===== config.mk =====
export PLATFORM = sky130hd
export DESIGN_NAME = bus_splitter
export DESIGN_NICKNAME = d
export VERILOG_FILES = /design/src/rtl/bsplit_pkg.sv /design/src/rtl/bsplit_decode.sv /design/src/rtl/bsplit_return.sv /design/src/rtl/bsplit_simhook.sv /design/src/rtl/bus_splitter.sv
export SDC_FILE = /design/constraint.sdc
export NUM_CORES = 1
export LEC_CHECK = 0
export ABC_AREA = 1
export BUFFER_PORTS_ARGS = -buffer_cell sky130_fd_sc_hd__buf_2
export CORE_AREA = 2 2 126 128
export DETAILED_ROUTE_END_ITERATION = 10
export DIE_AREA = 0 0 128 130
export GPL_TIMING_DRIVEN = 0
export PLACE_DENSITY = 0.49
export RECOVER_POWER = 50
export SLEW_MARGIN = 20
export SYNTH_ARGS = -nofsm -noshare
export SYNTH_HDL_FRONTEND = slang
export SYNTH_SLANG_ARGS = --single-unit

===== constraint.sdc =====
create_clock -name vclk -period 0.8
set_input_delay 0 -clock vclk [all_inputs]
set_output_delay 0 -clock vclk [all_outputs]
set_load 0.05 [all_outputs]

===== src/rtl/bsplit_pkg.sv =====
package bsplit_pkg;

   typedef enum logic {
      PORT_MEM = 1'b0,
      PORT_EXT = 1'b1
   } port_sel_e;

   localparam int unsigned LOG_BYTE_W = 8;

endpackage


===== src/rtl/bsplit_decode.sv =====
module bsplit_decode
   import bsplit_pkg::*;
#(
   parameter int unsigned TAG_W   = 2,
   parameter logic [TAG_W-1:0] MEM_TAG = '0
) (
   input  logic [TAG_W-1:0] adr_tag,
   output port_sel_e        sel
);

   always_comb begin
      if (adr_tag == MEM_TAG) sel = PORT_MEM;
      else                    sel = PORT_EXT;
   end

endmodule


===== src/rtl/bsplit_return.sv =====
module bsplit_return
   import bsplit_pkg::*;
#(
   parameter int unsigned DATA_W = 32
) (
   input  port_sel_e         sel,
   input  logic              req_stb,
   input  logic [DATA_W-1:0] mem_rdat,
   input  logic              mem_ack,
   input  logic [DATA_W-1:0] ext_rdat,
   input  logic              ext_ack,
   output logic [DATA_W-1:0] rdat,
   output logic              ack
);

   always_comb begin
      unique case (sel)
         PORT_MEM: begin
            rdat = mem_rdat;
            ack  = req_stb & mem_ack;
         end
         default: begin
            rdat = ext_rdat;
            ack  = req_stb & ext_ack;
         end
      endcase
   end

endmodule


===== src/rtl/bsplit_simhook.sv =====
module bsplit_simhook
   import bsplit_pkg::*;
#(
   parameter int unsigned  ADDR_W    = 32,
   parameter bit           SIM_EN    = 1'b0,
   parameter logic [ADDR_W-1:0] LOG_ADDR  = 32'h8000_0000,
   parameter logic [ADDR_W-1:0] HALT_ADDR = 32'h9000_0000
) (
   input  logic                  clk,
   input  logic                  rst,
   input  logic                  req_stb,
   input  logic                  req_we,
   input  logic [ADDR_W-1:0]     req_adr,
   input  logic [LOG_BYTE_W-1:0] req_lo,
   input  logic                  ext_done,
   output logic                  log_valid,
   output logic [LOG_BYTE_W-1:0] log_byte,
   output logic                  halt_req
);

   generate
      if (SIM_EN) begin : g_hooks
         logic wr_done;
         logic log_hit;
         logic halt_hit;
         logic halt_q;

         assign wr_done  = req_stb & req_we & ext_done;
         assign log_hit  = wr_done & (req_adr == LOG_ADDR);
         assign halt_hit = wr_done & (req_adr == HALT_ADDR);

         always_ff @(posedge clk) begin
            if (rst)           halt_q <= 1'b0;
            else if (halt_hit) halt_q <= 1'b1;
         end

         assign log_valid = log_hit;
         assign log_byte  = log_hit ? req_lo : '0;
         assign halt_req  = halt_q | halt_hit;
      end else begin : g_no_hooks
         logic unused_hook_in;
         assign unused_hook_in = ^{clk, rst, req_stb, req_we, req_adr, req_lo, ext_done};
         assign log_valid = 1'b0;
         assign log_byte  = '0;
         assign halt_req  = 1'b0;
      end
   endgenerate

endmodule


===== src/rtl/bus_splitter.sv =====
module bus_splitter
   import bsplit_pkg::*;
#(
   parameter int unsigned ADDR_W    = 32,
   parameter int unsigned DATA_W    = 32,
   parameter int unsigned TAG_W     = 2,
   parameter bit          SIM_EN    = 1'b0,
   parameter logic [ADDR_W-1:0] LOG_ADDR  = 32'h8000_0000,
   parameter logic [ADDR_W-1:0] HALT_ADDR = 32'h9000_0000,
   localparam int unsigned SEL_W    = DATA_W / 8
) (
   input  logic                  clk,
   input  logic                  rst,
   input  logic [ADDR_W-1:0]     up_adr,
   input  logic [DATA_W-1:0]     up_wdat,
   input  logic [SEL_W-1:0]      up_sel,
   input  logic                  up_we,
   input  logic                  up_stb,
   output logic [DATA_W-1:0]     up_rdat,
   output logic                  up_ack,
   output logic [ADDR_W-1:0]     mem_adr,
   output logic [DATA_W-1:0]     mem_wdat,
   output logic [SEL_W-1:0]      mem_sel,
   output logic                  mem_we,
   output logic                  mem_stb,
   input  logic [DATA_W-1:0]     mem_rdat,
   input  logic                  mem_ack,
   output logic [ADDR_W-1:0]     ext_adr,
   output logic [DATA_W-1:0]     ext_wdat,
   output logic [SEL_W-1:0]      ext_sel,
   output logic                  ext_we,
   output logic                  ext_stb,
   input  logic [DATA_W-1:0]     ext_rdat,
   input  logic                  ext_ack,
   output logic                  log_valid,
   output logic [LOG_BYTE_W-1:0] log_byte,
   output logic                  halt_req
);

   localparam int unsigned TAG_LSB = ADDR_W - TAG_W;

   generate
      if (DATA_W % 8 != 0) begin : g_bad_dw
         $error("bus_splitter: DATA_W must be a multiple of 8");
      end
      if (TAG_W < 1 || TAG_W >= ADDR_W) begin : g_bad_tag
         $error("bus_splitter: TAG_W out of range");
      end
      if (SIM_EN && (LOG_ADDR[ADDR_W-1 -: TAG_W] == '0 ||
                     HALT_ADDR[ADDR_W-1 -: TAG_W] == '0)) begin : g_bad_hook
         $error("bus_splitter: hook addresses must lie in the external region");
      end
      if (SIM_EN && LOG_ADDR == HALT_ADDR) begin : g_same_hook
         $error("bus_splitter: hook addresses must differ");
      end
   endgenerate

   port_sel_e port_sel;

   bsplit_decode #(
      .TAG_W   (TAG_W),
      .MEM_TAG ('0)
   ) u_decode (
      .adr_tag (up_adr[ADDR_W-1:TAG_LSB]),
      .sel     (port_sel)
   );

   // request fields are broadcast; only the strobe is steered
   assign mem_adr  = up_adr;
   assign mem_wdat = up_wdat;
   assign mem_sel  = up_sel;
   assign mem_we   = up_we;
   assign ext_adr  = up_adr;
   assign ext_wdat = up_wdat;
   assign ext_sel  = up_sel;
   assign ext_we   = up_we;

   assign mem_stb  = up_stb & (port_sel == PORT_MEM);
   assign ext_stb  = up_stb & (port_sel == PORT_EXT);

   bsplit_return #(
      .DATA_W (DATA_W)
   ) u_return (
      .sel      (port_sel),
      .req_stb  (up_stb),
      .mem_rdat (mem_rdat),
      .mem_ack  (mem_ack),
      .ext_rdat (ext_rdat),
      .ext_ack  (ext_ack),
      .rdat     (up_rdat),
      .ack      (up_ack)
   );

   bsplit_simhook #(
      .ADDR_W    (ADDR_W),
      .SIM_EN    (SIM_EN),
      .LOG_ADDR  (LOG_ADDR),
      .HALT_ADDR (HALT_ADDR)
   ) u_hook (
      .clk       (clk),
      .rst       (rst),
      .req_stb   (ext_stb),
      .req_we    (up_we),
      .req_adr   (up_adr),
      .req_lo    (up_wdat[LOG_BYTE_W-1:0]),
      .ext_done  (ext_ack),
      .log_valid (log_valid),
      .log_byte  (log_byte),
      .halt_req  (halt_req)
   );

endmodule


Word level (Yosys, flattened, before mapping)
Index checks and enable logic that the tools add are counted.

operators by class
  mux-type cells = 3
  reduce and logical (&&, ||, !) cells = 1
  bitwise gates (word level) = 4

operators with widths
  cell              count
  $mux W32          1
  $and A1 B1 Y1     4
  $logic_not A2 Y1  1
  $mux W1           2

word-level totals
  register bits = 0
  word-level logic and storage cells = 8
  output and inout bits = 183
  input port bits = 138

Depth between registers and ports, before layout
Gate-level depths: netlist of run 1.

  word-level depth = 3
  depth in mapped cells = 5
  gate-level depth less buffers = 4

By module
Synthesis of run 1 repeated with hierarchy kept, for this count alone.

unflattened totals
  cells, all modules = 264
  area total of the unflattened synthesis = 1627.8 sq um

by module, submodules not included
  module          times used  area an instance (sq um)  sequential area each (sq um)  cells each
  bus_splitter    1           1053.5                    0.0                           142
  bsplit_return   1           484.2                     0.0                           108
  bsplit_simhook  1           78.8                      0.0                           11
  bsplit_decode   1           11.3                      0.0                           3

Least setup slack after synthesis of run 1
Ideal clock, no wire load.

  path type = in2out
  start point = input up_adr[31]
  end point = output mem_stb
  arrival = 0.939 ns
  path slack = -0.139 ns
  required time = 0.800 ns
  buffers on the path = 1
  stages = 4
  path through = inv_1 -> nand2_4 -> buf_6 -> nor2_1

between the ends
  word-level cells in the longest chain between the ends = 2

ends and longest elaborated chain
  what              RTL line             RTL
  start, declared   bus_splitter.sv:14   input logic [ADDR_W-1:0] up_adr,
  $logic_not A2 Y1  bsplit_decode.sv:12  if (adr_tag == MEM_TAG) sel = PORT_MEM;
  $and A1 B1 Y1     bus_splitter.sv:78   assign mem_stb = up_stb & (port_sel == PORT_MEM);
  end, declared     bus_splitter.sv:25   output logic mem_stb,

No other way between the ends.

Worst setup path after layout of run 1
  start point = input up_adr[31]
  end point = output up_ack

between the ends
  word-level cells in the longest chain between the ends = 2

ends and longest elaborated chain
  what              RTL line             RTL
  $logic_not A2 Y1  bsplit_decode.sv:12
  $mux W1           bsplit_return.sv:17  unique case (sel)
  end, declared     bus_splitter.sv:20   output logic up_ack,

No other way between the ends.

==> results of run 1 <==
[cell usage in the layout (no fill, tap or decap), drive strengths merged]
cell,count
buf,337
nand2,98
clkbuf,70
conb,10
nor2,3
inv,3
nand3,2
bufbuf,1
[cell type report]
| class | instances | area share |
|---|---|---|
| plain buffers | 154 | 0.322 |
| inverters | 3 | 0.00505 |
| repair buffers | 254 | 0.439 |
| multi-input cells | 113 | 0.169 |
| well taps | 192 | 0.0646 |
[power by group through the flow]
stage	Clock, mW	Combinational (mW)	Sequential (mW)
5_1_grt	0	4.02	0
4_1_cts	0	3.84	0
2_1_floorplan	0	2.71	0
6_report	0	3.85	0
3_5_place_dp	0	3.39	0
3_3_place_gp	0	3.39	0
[cells by family after synthesis]
| family | count (synthesis) | synth area share |
|---|---|---|
| buf+inv | 157 | 0.738 |
| simple gates | 103 | 0.259 |
| other cells | 1 | 0.00235 |
[critical path, delay by kind of cell]
| kind | cells | cell delay (ps) |
|---|---|---|
| buf+inv | 4 | 540 |
| simple gates | 3 | 270 |
[worst min path at each step]
stage | start | to | slack (ps) | cells after the start
3_5_place_dp | up_adr[5] | ext_adr[5] | 300 | 2
6_report | up_wdat[13] | mem_wdat[13] | 300 | 2
3_3_place_gp | up_adr[5] | mem_adr[5] | 300 | 2
2_1_floorplan | up_adr[0] | ext_adr[0] | 170 | 1
5_1_grt | up_adr[25] | ext_adr[25] | 310 | 2
4_1_cts | up_adr[5] | mem_adr[5] | 300 | 2
[routing by layer]
| layer | track usage | vias to the layer above |
|---|---|---|
| li1 | - | 1146 |
| met1 | 0.0790 | 970 |
| met2 | 0.158 | 185 |
| met3 | 0.00656 | 0 |
| met4 | 0 | 0 |
| met5 | 0 | - |
[timing repair]
action,CTS,global route
buffers inserted,8,1
gates cloned,4,1
gates resized for setup,120,41
endpoints found under the setup margin,35,34
hold endpoints to repair,0,0
pin swaps,15,7
[metrics by stage]
stage / std cells / TNS (ps) / hold slack (ps)
2_1_floorplan: 270 / 0 / 167
3_3_place_gp: 704 / -7970 / 302
3_5_place_dp: 704 / -8300 / 302
4_1_cts: 716 / -807 / 302
5_1_grt: 716 / -1530 / 309
6_report: 716 / -39.6 / 302
==> out/qor.yml, run 1 <==
drt_iter0_drc: 37
rsz0062_at_grt: "true"
p_leak_nw: 2.15
route.detailed.drc: 0
synth-seq-area-share: 0
syn_inst: 261
dieArea_sq_um: 16600
ff_latch_area_sq_um: 0
grt_pass1_vias: 1999
grt_usage: 0.0726
nets: 664
antenna_found_initial: 0
cp-end-kind: "primary output"
top_layer_used: "met3"
grt_max_degree: 11
clock_buffers: 0
place_ws_ps: -319
slew_headroom: 0.595
wl_met1_mm: 2.53
holdCritPathClass: "in -> out"
stdcell_area_sq_um: 3720
cp_common_cell: "buf_8"
arrival_ps: 820
synth_warnings: 0
syn_to_final_growth_pct: 133
antenna_cells: 0
design.seq.count: 0
synth.area.top_cells: "buf_4 71%, nand2_1 22%, buf_6 2.1%"
criticalPathCategory: "in -> out"
dr.pass1.iters: 2
ys_types: 11
rows: 46
initial_utilization: 0.104
maxClockFrequency_ghz: 1.23
violations: "negative setup slack"
fillers: 1738
io_buffer_count: 242
crit_fanout: 9
intPower_mw: 1.33
drt_wl_total_mm: 7.44
path_cells: "buf_8 > nor2_4 > buf_12 > buf_4 > nand3_1 > nand2_2 > buf_8"
overflow: 0
syn_area_per_cell_sq_um: 6.12
critPathRequiredTime_ps: 800
worstMarginPinSlew_ps: 610
gp_congestion: 0.734
yosys.area.top_type_share: 0.710
yosys.area.top_type: "buf_4"
multi_input_comb_area_sq_um: 628
start_kind: "input pin"
syn_area_sq_um: 1600
synth_common_cells: "151 x buf_4, 93 x nand2_1, 4 x nand2_2"
hpwl_mm: 6.20
die_w_microns: 128
status: "complete, but fails checks"
finalCritPeriodShare: 1.02
min_period_ps: 816
setup_viol: 5
power.share.sequential: 0
holdBufCountCts: 0
ios: 321
routed_via_density: 3.21
post-synth-top-count-cell: "buf_4"
grt_first_pass_wirelength_mm: 9.64
fin_util: 0.241
p_comb_frac: 1.000
power_frac_clock: 0
wl_per_cell_microns: 10.4
ant_nets: 0
wl_met2_mm: 4.13
core_sq_um: 15400
die_h_microns: 130
p_sw_frac: 0.656
placed_cell_area_sq_um: 3090
slew_viol_final: 0
p_per_area_nw_per_um2: 1040
max_stage_delay_ps: 160
power_mw: 3.85
dr_total_vias: 2301
cp_slowest_cell: "buf_12"
dr_wl_met3_microns: 776
critical_path.endpoint: "up_ack"
ir_worst_vdd_mv: 0.331
worst_slack_ps: -15.9
final_layout_size_suffix_gt1_frac: 0.740
drv_cap: 0
critPathLaunch: "up_adr[31]"
p_switching_mw: 2.53
hold_violations: 0
Power figures use the tool's default switching activity.
==> run 2: changes to the inputs <==
==> constraint.sdc (replaced) <==
create_clock -name vclk -period 0.9
set_input_delay 0 -clock vclk [all_inputs]
set_output_delay 0 -clock vclk [all_outputs]
set_load 0.05 [all_outputs]
==> run 2 against run 1 <==
  * The run now ends clean
  * Sequential cell count unchanged
  * Cell area down 16%
  * Utilization down 3.8 points
  * First-iteration DRC count down 43%
  * Final cell count down 1.5%
  * Sequential share of layout area unchanged
  * Combinational power down 20%
  * Critical path depth down 1
  * Critical endpoint unchanged
  * Largest cell class unchanged
  * Highest routed layer unchanged
==> out/qor.yml, run 2 (synthesized netlist as in run 1, its figures left out) <==
max_stage_delay_ps: 180  # was 160 ps
core_sq_um: 15400  # unchanged
min_from: "up_wdat[17]"  # was up_wdat[13]
hpwl_mm: 6.20  # about the same
antenna_found_initial: 0  # unchanged
slew_headroom: 0.595  # about the same
critPathLaunch: "up_adr[30]"  # was up_adr[31]
grt_usage: 0.0653  # was 0.0726
maxClockFrequency_ghz: 1.18
worstMarginPinSlew_ps: 610  # about the same
mostFrequentLayoutCell: "buf_4"  # unchanged
ios: 321  # unchanged
crit_buf_inv: 3  # was 4
die_h_microns: 130  # unchanged
power_mw: 3.07  # was 3.85 mW
dr_total_vias: 2141  # was 2301
dr.pass1.iters: 3  # was 2
status: "finished, final reports clean"  # was complete, but fails checks
overflow: 0  # unchanged
worst_hold_path.num_cells: 2  # unchanged
finalCritPeriodShare: 0.944
cp_slowest_cell: "nor2_4"  # was buf_12
slew_viol_final: 0  # unchanged
drt_wl_total_mm: 6.81  # was 7.44 mm
antenna_cells: 0  # unchanged
setup_viol: 0  # was 5
dieArea_sq_um: 16600  # unchanged
grt_pass1_vias: 1722  # was 1999
criticalPathCategory: "in -> out"  # unchanged
ant_nets: 0  # unchanged
p_leak_nw: 1.87  # was 2.15 nW
rows: 46  # unchanged
final_layout_size_suffix_gt1_frac: 0.632  # was 0.740
path_cells: "clkbuf_4 > nor2_4 > buf_4 > nand3_1 > nand2_1 > buf_6"  # was buf_8 > nor2_4 > buf_12 > buf_4 > nand3_1 > nand2_2 > buf_8
ff_latch_area_sq_um: 0  # unchanged
worst_slack_ps: 50.4  # was -15.9 ps
crit_fanout: 4  # was 9
holdPathEnd: "mem_wdat[17]"  # was mem_wdat[13]
drt_iter0_drc: 21  # was 37
dp_cells: 704  # unchanged
arrival_ps: 850  # was 820 ps
routed_via_density: 3.04  # was 3.21
io_buffer_count: 242  # unchanged
initial_utilization: 0.104  # unchanged
nets: 653  # was 664
layout_common_cells: "176 x buf_4, 124 x buf_2, 92 x nand2_1, 83 x clkbuf_1, 10 x conb_1"  # was 153 x buf_4, 136 x buf_2, 69 x clkbuf_1, 54 x nand2_1, 30 x nand2_2
cp-end-kind: "primary output"  # unchanged
start_kind: "input pin"  # unchanged
min_period_ps: 850
hold_violations: 0  # unchanged
holdCritPathClass: "in -> out"  # unchanged
clock_buffers: 0  # unchanged
syn_to_final_growth_pct: 96.2  # was 133%
p_per_area_nw_per_um2: 980  # was 1040 nW/um^2
drv_cap: 0  # unchanged
holdBufCountCts: 0  # unchanged
grt_first_pass_wirelength_mm: 8.60  # was 9.64 mm
instances_no_fill: 705  # was 716
route.detailed.drc: 0  # unchanged
wl_per_cell_microns: 9.65  # was 10.4 microns
place_ws_ps: -198  # was -319 ps
design.seq.count: 0  # unchanged
ir_worst_vdd_mv: 0.284  # was 0.331 mV
die_w_microns: 128  # unchanged
crit_cells: 6  # was 7
crit_family: "buffers and inverters"  # unchanged
gp_congestion: 0.712  # was 0.734
rsz0062_at_grt: "false"  # was true
grt_max_degree: 11  # unchanged
critPathRequiredTime_ps: 900  # was 800 ps
==> run 2: worst max-delay path by stage <==
stage | endpoint | slack (ps)
3_3_place_gp | up_rdat[21] | -200
4_1_cts | up_rdat[21] | -30
3_5_place_dp | up_rdat[21] | -200
5_1_grt | up_rdat[18] | 2
6_report | up_ack | 50
2_1_floorplan | ext_stb | 60
==> run 2: area by class of cell <==
| type | count | area, sq um |
|---|---|---|
| fill | 1797 | 12300 |
| timing repair buffer | 243 | 1220 |
| buffer | 154 | 1190 |
| multi-input combinational | 113 | 465 |
| tap | 192 | 240 |
| inverter | 3 | 11.3 |
==> run 2: through the flow <==
stage | cell area [sq um] | hold WS (ps) | TNS, ps | util
5_1_grt | 3130 | 308 | 0 | 0.203
4_1_cts | 3200 | 302 | -72.7 | 0.208
3_3_place_gp | 3080 | 302 | -3610 | 0.200
6_report | 3130 | 302 | 0 | 0.203
3_5_place_dp | 3080 | 302 | -3610 | 0.200
2_1_floorplan | 1630 | 167 | 0 | -
==> run 2: repair_timing <==
item                       CTS  global route
gates resized for setup     39            11
cloned                       0             0
buffers inserted             1             0
pin swaps                    1             1
setup endpoints to repair   29            22
==> run 2: per-layer routing <==
metal  part of all wire  GRT usage  wire length [microns]
met4                  0          0                      0
met2               0.55      0.142                   3740
met5                  0          0                      0
met3               0.11    0.00779                    767
met1               0.34     0.0697                   2300
==> run 2: power breakdown <==
group / switching [mW] / internal [mW] / total, mW
clock network: 0 / 0 / 0
registers: 0 / 0 / 0
logic: 2.14 / 0.927 / 3.07
==> run 3: changes to the inputs <==
--- a/config.mk
+++ b/config.mk
@@ -12,7 +12,7 @@
 export DIE_AREA = 0 0 128 130
 export GPL_TIMING_DRIVEN = 0
 export PLACE_DENSITY = 0.49
-export RECOVER_POWER = 50
+export RECOVER_POWER = 25
 export SLEW_MARGIN = 20
 export SYNTH_ARGS = -nofsm -noshare
 export SYNTH_HDL_FRONTEND = slang
==> run 3 against run 2 <==
  * Routed wire length decreased by 0.25%
  * Count of clock-buffer cells in the layout unchanged
  * Worst hold slack about the same
  * Sequential share of layout area did not move
  * Worst setup slack worse by 3.5 ps
  * Power increased by 0.84%
  * Non-clock buffer count stayed put
  * Via count about the same
  * Sequential cell count unchanged
  * Utilization up 0.34 points
  * Global-route usage unchanged
  * Cell area up 1.7%
  * Critical endpoint unchanged
  * Largest cell class unchanged
==> out/qor.yml, run 3 (synthesized netlist as in run 1, its figures left out) <==
dr.pass1.iters: 4  # was 3
core_sq_um: 15400  # unchanged
antenna_found_initial: 0  # unchanged
arrival_ps: 850  # about the same
crit_fanout: 4  # unchanged
fillers: 1776  # was 1797
critPathRequiredTime_ps: 900  # about the same
drt_wl_total_mm: 6.79  # was 6.81 mm
path_cells: "clkbuf_4 > nor2_4 > buf_4 > nand3_1 > nand2_1 > buf_6"  # unchanged
multi_input_comb_area_sq_um: 465  # unchanged
gp_congestion: 0.712  # unchanged
hpwl_mm: 6.20  # unchanged
antenna_cells: 0  # unchanged
setup_viol: 0  # unchanged
syn_to_final_growth_pct: 99.5  # was 96.2%
grt_max_degree: 11  # unchanged
dieArea_sq_um: 16600  # unchanged
rows: 46  # unchanged
final_layout_size_suffix_gt1_frac: 0.713  # was 0.632
design.seq.count: 0  # unchanged
criticalPathCategory: "in -> out"  # unchanged
layout_common_cells: "176 x buf_4, 166 x buf_2, 92 x nand2_1, 41 x clkbuf_1, 10 x conb_1"  # was 176 x buf_4, 124 x buf_2, 92 x nand2_1, 83 x clkbuf_1, 10 x conb_1
wl_per_cell_microns: 9.63  # was 9.65 microns
die_w_microns: 128  # unchanged
die_h_microns: 130  # unchanged
p_per_area_nw_per_um2: 972  # was 980 nW/um^2
drv_cap: 0  # unchanged
stdcell_area_sq_um: 3180  # was 3130 sq um
hold_ws_ps: 301  # was 302 ps
slew_headroom: 0.601  # was 0.595
crit_family: "buffers and inverters"  # unchanged
slew_viol_final: 0  # unchanged
clock_buffers: 0  # unchanged
route.detailed.drc: 0  # unchanged
finalSetupTns_ps: 0  # unchanged
mostFrequentLayoutCell: "buf_4"  # unchanged
crit_buf_inv: 3  # unchanged
ant_nets: 0  # unchanged
holdCritPathClass: "in -> out"  # unchanged
placed_cell_area_sq_um: 3080  # unchanged
worstMarginPinSlew_ps: 601  # was 610 ps
status: "finished, final reports clean"  # unchanged
overflow: 0  # unchanged
hold_violations: 0  # unchanged
grt_pass1_vias: 1722  # unchanged
nets: 653  # unchanged
rsz0062_at_grt: "false"  # unchanged
ir_worst_vdd_mv: 0.286  # was 0.284 mV
dr_total_vias: 2140  # was 2141
holdBufCountCts: 0  # unchanged
max_stage_delay_ps: 180  # about the same
io_buffer_count: 242  # unchanged
start_kind: "input pin"  # unchanged
initial_utilization: 0.104  # unchanged
min_period_ps: 853  # was 850 ps
finalCritPeriodShare: 0.948  # was 0.944
routed_via_density: 3.04  # about the same
fin_util: 0.206  # was 0.203
cp_slowest_cell: "nor2_4"  # unchanged
ios: 321  # unchanged
maxClockFrequency_ghz: 1.17  # was 1.18 GHz
ff_latch_area_sq_um: 0  # unchanged
drt_iter0_drc: 17  # was 21
p_leak_nw: 1.99  # was 1.87 nW
grt_usage: 0.0653  # unchanged
grt_first_pass_wirelength_mm: 8.60  # unchanged
cp-end-kind: "primary output"  # unchanged
run 3: metrics by stage:
stage | std cells | power [mW] | setup slack, ps
after detailed placement | 704 | 3.02 | -198
after global routing | 705 | 3.24 | 1.55
final | 705 | 3.09 | 46.9
after global placement | 704 | 3.02 | -197
after floorplan | 270 | 2.41 | 63.8
after CTS | 705 | 3.13 | -31.8
run 3: per-layer routing:
metal	track usage	vias up	wire [microns]
li1	-	1122	-
met1	0.0697	847	2290
met5	0	-	0
met3	0.00779	0	758
met4	0	0	0
met2	0.142	171	3740
run 3: worst paths after layout:
kind                    start           end  slack [ps]  cells past startpoint
setup / recovery   up_adr[30]        up_ack          50                      6
hold / removal    up_wdat[30]  mem_wdat[30]         300                      2
run 3: layout make-up:
type                            instances  share of cell area
Buffer                                154               0.374
Tap cell                              192              0.0754
Inverter                                3             0.00354
Multi-Input combinational cell        113               0.146
Timing Repair Buffer                  243               0.401
run 3: timing repair:
action,4_1_cts,5_1_grt
pin swaps,1,1
gates cloned,0,0
endpoints found under the setup margin,29,22
resized for setup,39,11
buffers inserted,1,0
run 3: where the power goes:
part           switching, mW  total, mW  internal [mW]  leakage (nW)
Sequential                 0          0              0             0
Combinational           2.14       3.09          0.956          1.99
Clock                      0          0              0             0
